**src/rtl/pcm_port_pkg.sv**
```systemverilog
package pcm_port_pkg;

    typedef enum logic [1:0] {
        FS_IDLE = 2'd0,
        FS_LEAD = 2'd1,
        FS_DATA = 2'd2
    } frame_state_e;

    typedef struct packed {
        logic word32;
        logic msb_first;
        logic delayed;
        logic wide_pulse;
    } pcm_cfg_t;

endpackage

```
**src/rtl/pcm_edge_sync.sv**
```systemverilog
module pcm_edge_sync #(
    parameter int SYNC_STAGES = 2
) (
    input  logic clk,
    input  logic rst_n,
    input  logic pcm_clk,
    input  logic pcm_frame,
    input  logic pcm_in,
    output logic bit_edge,
    output logic frame_s,
    output logic din_s
);
    localparam int LAST = SYNC_STAGES - 1;

    logic [2:0] raw;
    logic [2:0] stg [SYNC_STAGES];
    logic       clk_prev;

    assign raw = {pcm_clk, pcm_frame, pcm_in};

    always_ff @(posedge clk or negedge rst_n) begin
        if (!rst_n) begin
            for (int i = 0; i < SYNC_STAGES; i++) stg[i] <= '0;
            clk_prev <= 1'b0;
        end else begin
            stg[0] <= raw;
            for (int i = 1; i < SYNC_STAGES; i++) stg[i] <= stg[i-1];
            clk_prev <= stg[LAST][2];
        end
    end

    assign bit_edge = stg[LAST][2] & ~clk_prev;
    assign frame_s  = stg[LAST][1];
    assign din_s    = stg[LAST][0];
endmodule

```
**src/rtl/pcm_frame_ctrl.sv**
```systemverilog
module pcm_frame_ctrl
    import pcm_port_pkg::*;
#(
    parameter int MAX_W   = 32,
    parameter int SHORT_W = 16,
    localparam int IDX_W  = $clog2(MAX_W)
) (
    input  logic             clk,
    input  logic             rst_n,
    input  pcm_cfg_t         cfg,
    input  logic             bit_edge,
    input  logic             frame_s,
    output logic             start,
    output logic             dat_en,
    output logic [IDX_W-1:0] dat_idx,
    output logic             done,
    output logic [IDX_W-1:0] nbits_m1,
    output logic             frame_err
);
    frame_state_e     state, nstate;
    logic [IDX_W-1:0] idx, nidx;
    logic             frame_prev, rise_prev;
    logic             rise, early, short_bad, wide_bad, seq_done;

    assign nbits_m1 = cfg.word32 ? IDX_W'(MAX_W - 1) : IDX_W'(SHORT_W - 1);
    assign rise     = bit_edge & frame_s & ~frame_prev;

    // state register
    always_ff @(posedge clk or negedge rst_n) begin
        if (!rst_n) begin
            state      <= FS_IDLE;
            idx        <= '0;
            frame_prev <= 1'b0;
            rise_prev  <= 1'b0;
            frame_err  <= 1'b0;
        end else begin
            state     <= nstate;
            idx       <= nidx;
            frame_err <= early | short_bad | wide_bad;
            if (bit_edge) begin
                frame_prev <= frame_s;
                rise_prev  <= rise;
            end
        end
    end

    // next state and per-edge outputs
    always_comb begin
        nstate   = state;
        nidx     = idx;
        start    = 1'b0;
        dat_en   = 1'b0;
        dat_idx  = idx;
        seq_done = 1'b0;
        early    = 1'b0;
        if (bit_edge) begin
            unique case (state)
                FS_IDLE: ;
                FS_LEAD: begin
                    dat_en  = 1'b1;
                    dat_idx = '0;
                    nidx    = IDX_W'(1);
                    nstate  = FS_DATA;
                end
                FS_DATA: begin
                    dat_en  = 1'b1;
                    dat_idx = idx;
                    if (idx == nbits_m1) begin
                        seq_done = 1'b1;
                        nstate   = FS_IDLE;
                    end else begin
                        nidx = idx + 1'b1;
                    end
                end
                default: nstate = FS_IDLE;
            endcase
            if (rise) begin
                start = 1'b1;
                if (state != FS_IDLE && !(seq_done && cfg.delayed)) early = 1'b1;
                if (cfg.delayed) begin
                    nstate = FS_LEAD;
                    nidx   = '0;
                end else begin
                    dat_en  = 1'b1;
                    dat_idx = '0;
                    nidx    = IDX_W'(1);
                    nstate  = FS_DATA;
                end
            end
        end
        done = seq_done & ~early;
    end

    assign short_bad = bit_edge & ~cfg.wide_pulse & frame_s & rise_prev;
    assign wide_bad  = bit_edge & cfg.wide_pulse & ~frame_s & frame_prev &
                       (state != FS_IDLE);
endmodule

```
**src/rtl/pcm_tx_path.sv**
```systemverilog
module pcm_tx_path #(
    parameter int MAX_W  = 32,
    localparam int IDX_W = $clog2(MAX_W)
) (
    input  logic             clk,
    input  logic             rst_n,
    input  logic [MAX_W-1:0] tx_data,
    input  logic             tx_valid,
    output logic             tx_ready,
    input  logic             bit_edge,
    input  logic             start,
    input  logic             dat_en,
    input  logic [IDX_W-1:0] dat_idx,
    input  logic [IDX_W-1:0] nbits_m1,
    input  logic             msb_first,
    output logic             pcm_out,
    output logic             underrun
);
    logic [MAX_W-1:0] hold_q, word_q, new_word, cur_word;
    logic             hold_full, accept;
    logic [IDX_W-1:0] pos;

    assign accept   = tx_valid & ~hold_full;
    assign tx_ready = ~hold_full;
    assign new_word = hold_full ? hold_q : '0;
    assign cur_word = (start && dat_en && dat_idx == '0) ? new_word : word_q;
    assign pos      = msb_first ? (nbits_m1 - dat_idx) : dat_idx;

    always_ff @(posedge clk or negedge rst_n) begin
        if (!rst_n) begin
            hold_q    <= '0;
            hold_full <= 1'b0;
            word_q    <= '0;
            pcm_out   <= 1'b0;
            underrun  <= 1'b0;
        end else begin
            if (accept) hold_q <= tx_data;
            hold_full <= (hold_full & ~start) | accept;
            if (start) word_q <= new_word;
            underrun <= start & ~hold_full;
            if (bit_edge) pcm_out <= dat_en ? cur_word[pos] : 1'b0;
        end
    end
endmodule

```
**src/rtl/pcm_rx_path.sv**
```systemverilog
module pcm_rx_path #(
    parameter int MAX_W  = 32,
    localparam int IDX_W = $clog2(MAX_W)
) (
    input  logic             clk,
    input  logic             rst_n,
    input  logic             din,
    input  logic             dat_en,
    input  logic [IDX_W-1:0] dat_idx,
    input  logic             done,
    input  logic [IDX_W-1:0] nbits_m1,
    input  logic             msb_first,
    output logic [MAX_W-1:0] rx_data,
    output logic             rx_valid,
    input  logic             rx_ready,
    output logic             overrun
);
    logic [MAX_W-1:0] acc, acc_next;
    logic [IDX_W-1:0] pos;

    assign pos = msb_first ? (nbits_m1 - dat_idx) : dat_idx;

    always_comb begin
        acc_next      = (dat_idx == '0) ? '0 : acc;
        acc_next[pos] = din;
    end

    always_ff @(posedge clk or negedge rst_n) begin
        if (!rst_n) begin
            acc      <= '0;
            rx_data  <= '0;
            rx_valid <= 1'b0;
            overrun  <= 1'b0;
        end else begin
            overrun <= 1'b0;
            if (dat_en) acc <= acc_next;
            if (done) begin
                rx_data  <= acc_next;
                rx_valid <= 1'b1;
                overrun  <= rx_valid & ~rx_ready;
            end else if (rx_ready) begin
                rx_valid <= 1'b0;
            end
        end
    end
endmodule

```
**src/rtl/pcm_serial_port.sv**
```systemverilog
module pcm_serial_port
    import pcm_port_pkg::*;
#(
    parameter int MAX_W       = 32,
    parameter int SHORT_W     = 16,
    parameter int SYNC_STAGES = 2
) (
    input  logic             clk,
    input  logic             rst_n,
    input  logic             cfg_word32,
    input  logic             cfg_msb_first,
    input  logic             cfg_delayed,
    input  logic             cfg_wide_pulse,
    input  logic             pcm_clk,
    input  logic             pcm_frame,
    input  logic             pcm_in,
    output logic             pcm_out,
    input  logic [MAX_W-1:0] tx_data,
    input  logic             tx_valid,
    output logic             tx_ready,
    output logic [MAX_W-1:0] rx_data,
    output logic             rx_valid,
    input  logic             rx_ready,
    output logic             underrun,
    output logic             overrun,
    output logic             frame_err
);
    localparam int IDX_W = $clog2(MAX_W);

    pcm_cfg_t         cfg;
    logic             bit_edge, frame_s, din_s;
    logic             start, dat_en, done;
    logic [IDX_W-1:0] dat_idx, nbits_m1;

    assign cfg = '{word32: cfg_word32, msb_first: cfg_msb_first,
                   delayed: cfg_delayed, wide_pulse: cfg_wide_pulse};

    pcm_edge_sync #(.SYNC_STAGES(SYNC_STAGES)) u_sync (
        .clk(clk), .rst_n(rst_n), .pcm_clk(pcm_clk), .pcm_frame(pcm_frame),
        .pcm_in(pcm_in), .bit_edge(bit_edge), .frame_s(frame_s), .din_s(din_s)
    );

    pcm_frame_ctrl #(.MAX_W(MAX_W), .SHORT_W(SHORT_W)) u_ctrl (
        .clk(clk), .rst_n(rst_n), .cfg(cfg), .bit_edge(bit_edge),
        .frame_s(frame_s), .start(start), .dat_en(dat_en), .dat_idx(dat_idx),
        .done(done), .nbits_m1(nbits_m1), .frame_err(frame_err)
    );

    pcm_tx_path #(.MAX_W(MAX_W)) u_tx (
        .clk(clk), .rst_n(rst_n), .tx_data(tx_data), .tx_valid(tx_valid),
        .tx_ready(tx_ready), .bit_edge(bit_edge), .start(start),
        .dat_en(dat_en), .dat_idx(dat_idx), .nbits_m1(nbits_m1),
        .msb_first(cfg.msb_first), .pcm_out(pcm_out), .underrun(underrun)
    );

    pcm_rx_path #(.MAX_W(MAX_W)) u_rx (
        .clk(clk), .rst_n(rst_n), .din(din_s), .dat_en(dat_en),
        .dat_idx(dat_idx), .done(done), .nbits_m1(nbits_m1),
        .msb_first(cfg.msb_first), .rx_data(rx_data), .rx_valid(rx_valid),
        .rx_ready(rx_ready), .overrun(overrun)
    );
endmodule

```
**config.mk**
```make
export PLATFORM = sky130hd
export DESIGN_NAME = pcm_serial_port
export DESIGN_NICKNAME = d
export VERILOG_FILES = /design/src/rtl/pcm_port_pkg.sv /design/src/rtl/pcm_edge_sync.sv /design/src/rtl/pcm_frame_ctrl.sv /design/src/rtl/pcm_tx_path.sv /design/src/rtl/pcm_rx_path.sv /design/src/rtl/pcm_serial_port.sv
export SDC_FILE = /design/constraint.sdc
export NUM_CORES = 1
export LEC_CHECK = 0
export ABC_CLOCK_PERIOD_IN_PS = 2940
export CAP_MARGIN = 25
export CORE_MARGIN = 4
export CORE_UTILIZATION = 50
export DETAILED_ROUTE_END_ITERATION = 12
export PLACE_DENSITY = 0.76
export SYNTH_ARGS = -nofsm -noshare
export SYNTH_HDL_FRONTEND = slang
export SYNTH_HIERARCHICAL = 1
export SYNTH_SLANG_ARGS = --single-unit
export TNS_END_PERCENT = 5
```
**constraint.sdc**
```tcl
create_clock -name clk -period 2.94 [get_ports clk]
set_input_delay 0.882 -clock clk [delete_from_list [all_inputs] [get_ports clk]]
set_output_delay 0.882 -clock clk [all_outputs]
set_load 0.02 [all_outputs]
```
* Yosys cells after proc, flatten, opt, wreduce, memory -nomap -nowiden
Cells that the tools add are included.
** Storage, ports and cells
- Register bits after elaboration :: 150
- Output and inout port bits :: 38
- Word-level logic and storage cells :: 106
** Cells by class
- $add $sub $neg :: 2
- $lt $le $gt $ge :: 2
- Equality and inequality tests :: 6
- Mux-type cells :: 39
- Bitwise operators :: 26
- Reduce and logical (&&, ||, !) cells :: 14
** Operators with widths (number)
- 32-bit two-way mux :: 3
- 5-bit two-way mux :: 8
- 32-bit bitwise mux :: 1
- 1-bit two-way mux :: 20
- 1-bit AND :: 15
- 5-bit one-hot mux with 2 select lines :: 1
- 1-bit NOT :: 8
- 5-bit by 6-bit < comparator with 1-bit output, second input constant :: 1
- 2-bit two-way mux :: 3
- 2-bit one-hot mux with 3 select lines :: 1
- 3-bit AND reduction :: 2
- 5-bit by 1-bit adder with 5-bit output, second input constant :: 1
- 1-bit binary-select mux with 5-bit select :: 1
- 1-bit demux with 5-bit select :: 1
- 5-bit == test :: 1
- 5-bit by 1-bit greater-or-equal comparator with 1-bit output, second input constant :: 1
- 1-bit logical AND :: 5
- 5-bit logical NOT :: 1
- 5-bit subtractor :: 1
- 2-bit nonzero test :: 2
- 3-bit by 1-bit != test with 1-bit output, second input constant :: 1
- 3-bit by 2-bit != test with 1-bit output, second input constant :: 1
- 1-bit OR :: 3
- 3-bit nonzero test :: 1
- 6 further kinds :: 6

* Logic depth before layout (Yosys ltp)
- Depth after elaboration :: 14
- Mapped depth :: 17

* Modules after synthesis
Netlist, hierarchy kept.
** By module, submodules not included
- pcm_rx_path :: instances 1, cells each 385, area each 3661.0 µm²
- pcm_tx_path :: instances 1, cells each 349, area each 3533.4 µm²
- pcm_frame_ctrl :: instances 1, cells each 85, area each 718.2 µm²
- pcm_edge_sync :: instances 1, cells each 8, area each 188.9 µm²

* Worst setup path before layout
Ideal clock, no wire load.
- Path kind :: input -> register
- From :: input cfg_delayed
- To :: register u_rx.rx_data[25]
- Arrival time :: 3422 ps
- Required time :: 2814 ps
- Slack :: -608 ps
- Stages :: 11
- Buffers on the path :: 0
- Path through :: o21ai_0 > nand2_1 > and2_1 > inv_1 > ha_1 > and3b_4 > o21a_1 > o41a_1 > a221o_1 > and3_1 > a221o_1
** Between the ends
- Longest elaborated chain between the ends :: 10
** RTL lines
- start: declaration :: line pcm_serial_port.sv:12 : input logic cfg_delayed,
- 5-bit two-way mux (*) :: line pcm_frame_ctrl.sv:80 : if (cfg.delayed) begin
- 5-bit two-way mux (*) :: line pcm_frame_ctrl.sv:77 : if (rise) begin
- 5-bit two-way mux (*) :: line pcm_frame_ctrl.sv:56 : if (bit_edge) begin
- via dat_idx[2] :: line pcm_serial_port.sv:33 : logic [IDX_W-1:0] dat_idx, nbits_m1;
- 5-bit subtractor :: line pcm_rx_path.sv:21 : assign pos = msb_first ? (nbits_m1 - dat_idx) : dat_idx;
- 5-bit two-way mux :: line pcm_rx_path.sv:21
- 5-bit by 6-bit < comparator with 1-bit output (implied by the code) / 5-bit by 1-bit greater-or-equal comparator with 1-bit output (equally long branches) :: line pcm_rx_path.sv:25 : acc_next[pos] = din;
- 1-bit logical AND (implied by the code) :: line pcm_rx_path.sv:25
- 1-bit two-way mux (implied by the code) :: line pcm_rx_path.sv:25
- 1-bit demux with 5-bit select
- 32-bit bitwise mux (*) :: line pcm_rx_path.sv:25
- end signal: assignment :: line pcm_rx_path.sv:38 : rx_data <= acc_next;
- end: declaration :: line pcm_rx_path.sv:13 : output logic [MAX_W-1:0] rx_data,
Mark *: on every way through the listed nets, which the timed path passes. The rest lies on a longest branch.
A chain may end at the register's enable or synchronous reset.

* Worst setup path in the final report
- From :: register u_ctrl.frame_prev
- To :: register u_rx.rx_data[12]
** Between the ends
- Longest elaborated chain between the ends :: 11
** RTL lines
- start: declaration :: line pcm_frame_ctrl.sv:22 : logic frame_prev, rise_prev;
- start signal: assignment :: line pcm_frame_ctrl.sv:41 : frame_prev <= frame_s;
- 1-bit NOT (*) :: line pcm_frame_ctrl.sv:26 : assign rise = bit_edge & frame_s & ~frame_prev;
- 1-bit AND (*) :: line pcm_frame_ctrl.sv:26
- 5-bit two-way mux (*) :: line pcm_frame_ctrl.sv:77
- 5-bit two-way mux (*) :: line pcm_frame_ctrl.sv:56
- via dat_idx[3] :: line pcm_serial_port.sv:33
- 5-bit subtractor :: line pcm_rx_path.sv:21
- 5-bit two-way mux :: line pcm_rx_path.sv:21
- 5-bit by 6-bit < comparator with 1-bit output (implied by the code) / 5-bit by 1-bit greater-or-equal comparator with 1-bit output (equally long branches) :: line pcm_rx_path.sv:25
- 1-bit logical AND (implied by the code) :: line pcm_rx_path.sv:25
- 1-bit two-way mux (implied by the code) :: line pcm_rx_path.sv:25
- 1-bit demux with 5-bit select
- 32-bit bitwise mux (*) :: line pcm_rx_path.sv:25
Marked as above.

==> flow_metrics.py <==
metrics = {
    "synthesis": {
        "synthCells": 827,
        "yosysTopAreaCell": "dfrtp_1",
        "synth_warnings": 6,
        "post_synth_num_cell_types": 79,
        "syn_area_um2": 8100,
        "yosysMostFrequentCell": "dfrtp_1",
        "async_flop_share_pct": 100,
        "synthTopCellsByArea": "dfrtp_1 (46%), mux2i_1 (5.7%), mux2_2 (4.6%)",
        "synth_seq_cells": 150,
        "yosysTopAreaCellShare_pct": 46.3,
        "synthFlopType": "dfrtp_1",
        "ys_top_cells_by_count": "dfrtp_1 (150), nand2_1 (99), nor2_1 (61)",
        "syn_avg_cell_area_um2": 9.80,
        "ys_seq_area_share_pct": 46.3,
        "synth_edf_count": 0,
    },
    "final_layout": {
        "drive_gt1_share_pct": 27.1,
        "fillCellCount": 1153,
        "nets": 1064,
        "diodes": 0,
        "syn2layout_area_growth_pct": 35.4,
        "final_util_pct": 69.1,
    },
    "global_routing": {
        "grt_pass1_vias": 7183,
        "antenna_found_initial": 0,
        "grt_start_max_net_pins": 54,
        "overflow": 0,
        "grt.total_usage_pct": 24.1,
        "grt_pass1_wl_mm": 35.8,
    },
    "timing": {
        "rsz0062_at_grt": "yes",
        "layout_worst_path_cycle_share_pct": 104,
        "finalMaxSlewViolations": 0,
        "setup_viol_count_final": 51,
        "period_needed_ns": 3.05,
        "final.setup.worst_slack_ns": -0.110,
        "hold_slack_ns": 0.345,
        "worst_pin_slew_ns": 0.551,
        "fin_worst_skew_ns": 0.00825,
        "final-hold-violation-count": 0,
        "max_clock_freq_ghz": 0.328,
        "relSlewSlack_pct": 63.2,
    },
    "floorplan": {
        "ios": 81,
        "die-area_um2": 18300,
        "start_util_pct": 51.0,
        "die_h_um": 135,
        "rows": 46,
        "core-area_um2": 15900,
        "dieWidth_um": 135,
    },
    "place": {
        "gp_congestion": 0.878,
        "dpl.hpwl_mm": 14.3,
        "port_buffers": 80,
    },
    "setup_path": {
        "critPathBufInv": 3,
        "reg2reg_depth": 14,
        "r2r_end": "u_rx/rx_data[12]",
        "r2r_setup_slack_ns": -0.11,
        "critical_path.max_stage_delay_ns": 0.38,
        "criticalPathCategory": "flip-flop to flip-flop",
        "cp_slowest_cell": "dfrtp_1",
        "crit_chain": "nand2b_4, o21ai_4, nand2_2, and2_4, inv_1, ha_1, or2_2, a21oi_2, o41a_1, mux2i_4, buf_12, buf_8, a221oi_2, a211oi_2",
        "required_ns": 3.24,
        "worst-path-max-fanout": 10,
        "worst_path_dominant_cell_family": "compound AO/OA/AOI/OAI gates",
        "r2r_start": "u_ctrl/frame_prev",
        "worstSetupStartpointType": "flip-flop",
        "arrival_ns": 3.35,
        "setup.worst_path.end_class": "flip-flop",
    },
    "detailed_routing": {
        "top_layer": "met4",
        "dr_wl_met2_mm": 10.6,
        "drtIter0Drc": 873,
        "via_per_inst": 5.87,
        "drt_pre_antenna_iters": 6,
        "met1Wirelength_mm": 9.40,
        "wire_per_inst_um": 17.7,
        "drt_wl_total_mm": 21.9,
        "vias": 7258,
        "postRouteAntennaNets": 0,
        "wl_met3_mm": 1.34,
        "route.detailed.drc": 0,
    },
    "status": {
        "violations": "setup timing",
        "status": "finished with violations",
    },
    "clock_tree": {
        "cts.htree.levels": 4,
        "clockBufferDepth": 2,
        "cts-hold-fix-buffers": 0,
        "cts.sinks": 150,
        "cts.clk_slew.worst_paths_ns": 0.06,
        "cts_tree": "built",
        "cts_buffers": 17,
        "cts_root_buf": "clkbuf_16",
        "clk_latency_ns": 0.43,
    },
    "hold_path": {
        "hold_path_depth": 0,
        "hold_end": "u_sync/stg[2]",
        "hold_class": "flip-flop to flip-flop",
        "worstHoldStart": "u_sync/stg[5]",
    },
    "power": {
        "p_leak_nw": 4.96,
        "max-vdd-ir-drop_uv": 610,
        "finalPower_mw": 11.1,
        "power_density_nw_per_um2": 1020,
    },
    "flow_run": {
        "max_cap_viol_count": 0,
    },
}
## stage by stage
stage                     instance area, um2  setup slack (ns)  TNS [ns]  std cells
final                                  11000            -0.110     -2.84       1236
after global routing                   11000            -0.224    -10.19       1236
after CTS                              10800            -0.111     -1.84       1224
after detailed placement                9930            -0.982    -56.43       1185
after global placement                  9930            -0.935    -53.71       1185
after floorplan                         8190            -0.276    -11.20        830
## cell usage in the layout, fill, tap and decap left out, types with 18 or more instances in the layout
master,count
dfrtp_1,150
buf_4,118
nand2_1,98
clkdlybuf4s50_1,78
nor2_1,59
nand3_1,53
inv_1,48
mux2i_1,46
o21ai_0,42
mux2_2,33
a211oi_1,22
a21oi_1,18
## registers in the layout (all words and copies together), names as in the netlist, 2 cells and up
name / count
u_sync/stg: 4
u_ctrl/idx: 5
u_ctrl/state: 2
u_tx/word_q: 32
u_tx/hold_q: 32
u_rx/acc: 32
u_rx/rx_data: 32
## report_power, final
group,internal [mW],switching [mW]
logic,2.69,2.87
registers,2.87,0.545
clock network,1.32,0.854
## worst max path at each step
stage          cells past startpoint          endpoint               from  slack (ns)
6_report                          14  u_rx/rx_data[12]  u_ctrl/frame_prev       -0.11
5_1_grt                           17      u_tx/pcm_out    u_ctrl/state[1]       -0.22
4_1_cts                           15  u_rx/rx_data[25]    u_ctrl/state[1]       -0.11
3_5_place_dp                      13   u_rx/rx_data[3]        cfg_delayed       -0.98
3_3_place_gp                      13   u_rx/rx_data[3]        cfg_delayed       -0.93
2_1_floorplan                     12  u_rx/rx_data[17]        cfg_delayed       -0.28
## area by class of cell
| type | instances | area, um2 | share of cell area [%] |
|---|---|---|---|
| tap | 216 | 270 | 2.46 |
| inverter | 54 | 210 | 1.92 |
| timing repair buffer | 216 | 1970 | 17.9 |
| sequential | 150 | 3750 | 34.2 |
| clock buffer | 22 | 474 | 4.32 |
| clock inverter | 10 | 119 | 1.08 |
| multi-input combinational | 568 | 4180 | 38.1 |
## layer usage
layer / vias up / GRT usage (%)
li1: 3340 / -
met1: 3568 / 33.2
met2: 291 / 38.2
met3: 59 / 4.72
met4: 0 / 8.85
met5: - / 0
## timing repair
item,CTS,global route
setup endpoints to repair,65,65
setup buffers,5,11
resized for setup,43,28
cloned,2,1
pin swaps,30,14
## logic make-up after synthesis
family,synth area share [%]
fa+ha+maj,2.35
buf+inv,6.53
xor+xnor,0.433
compound gates,17.8
other cells,0.0463
simple gates,15.4
flops,46.3
mux,11.1
(Power assumes the default switching activity.)
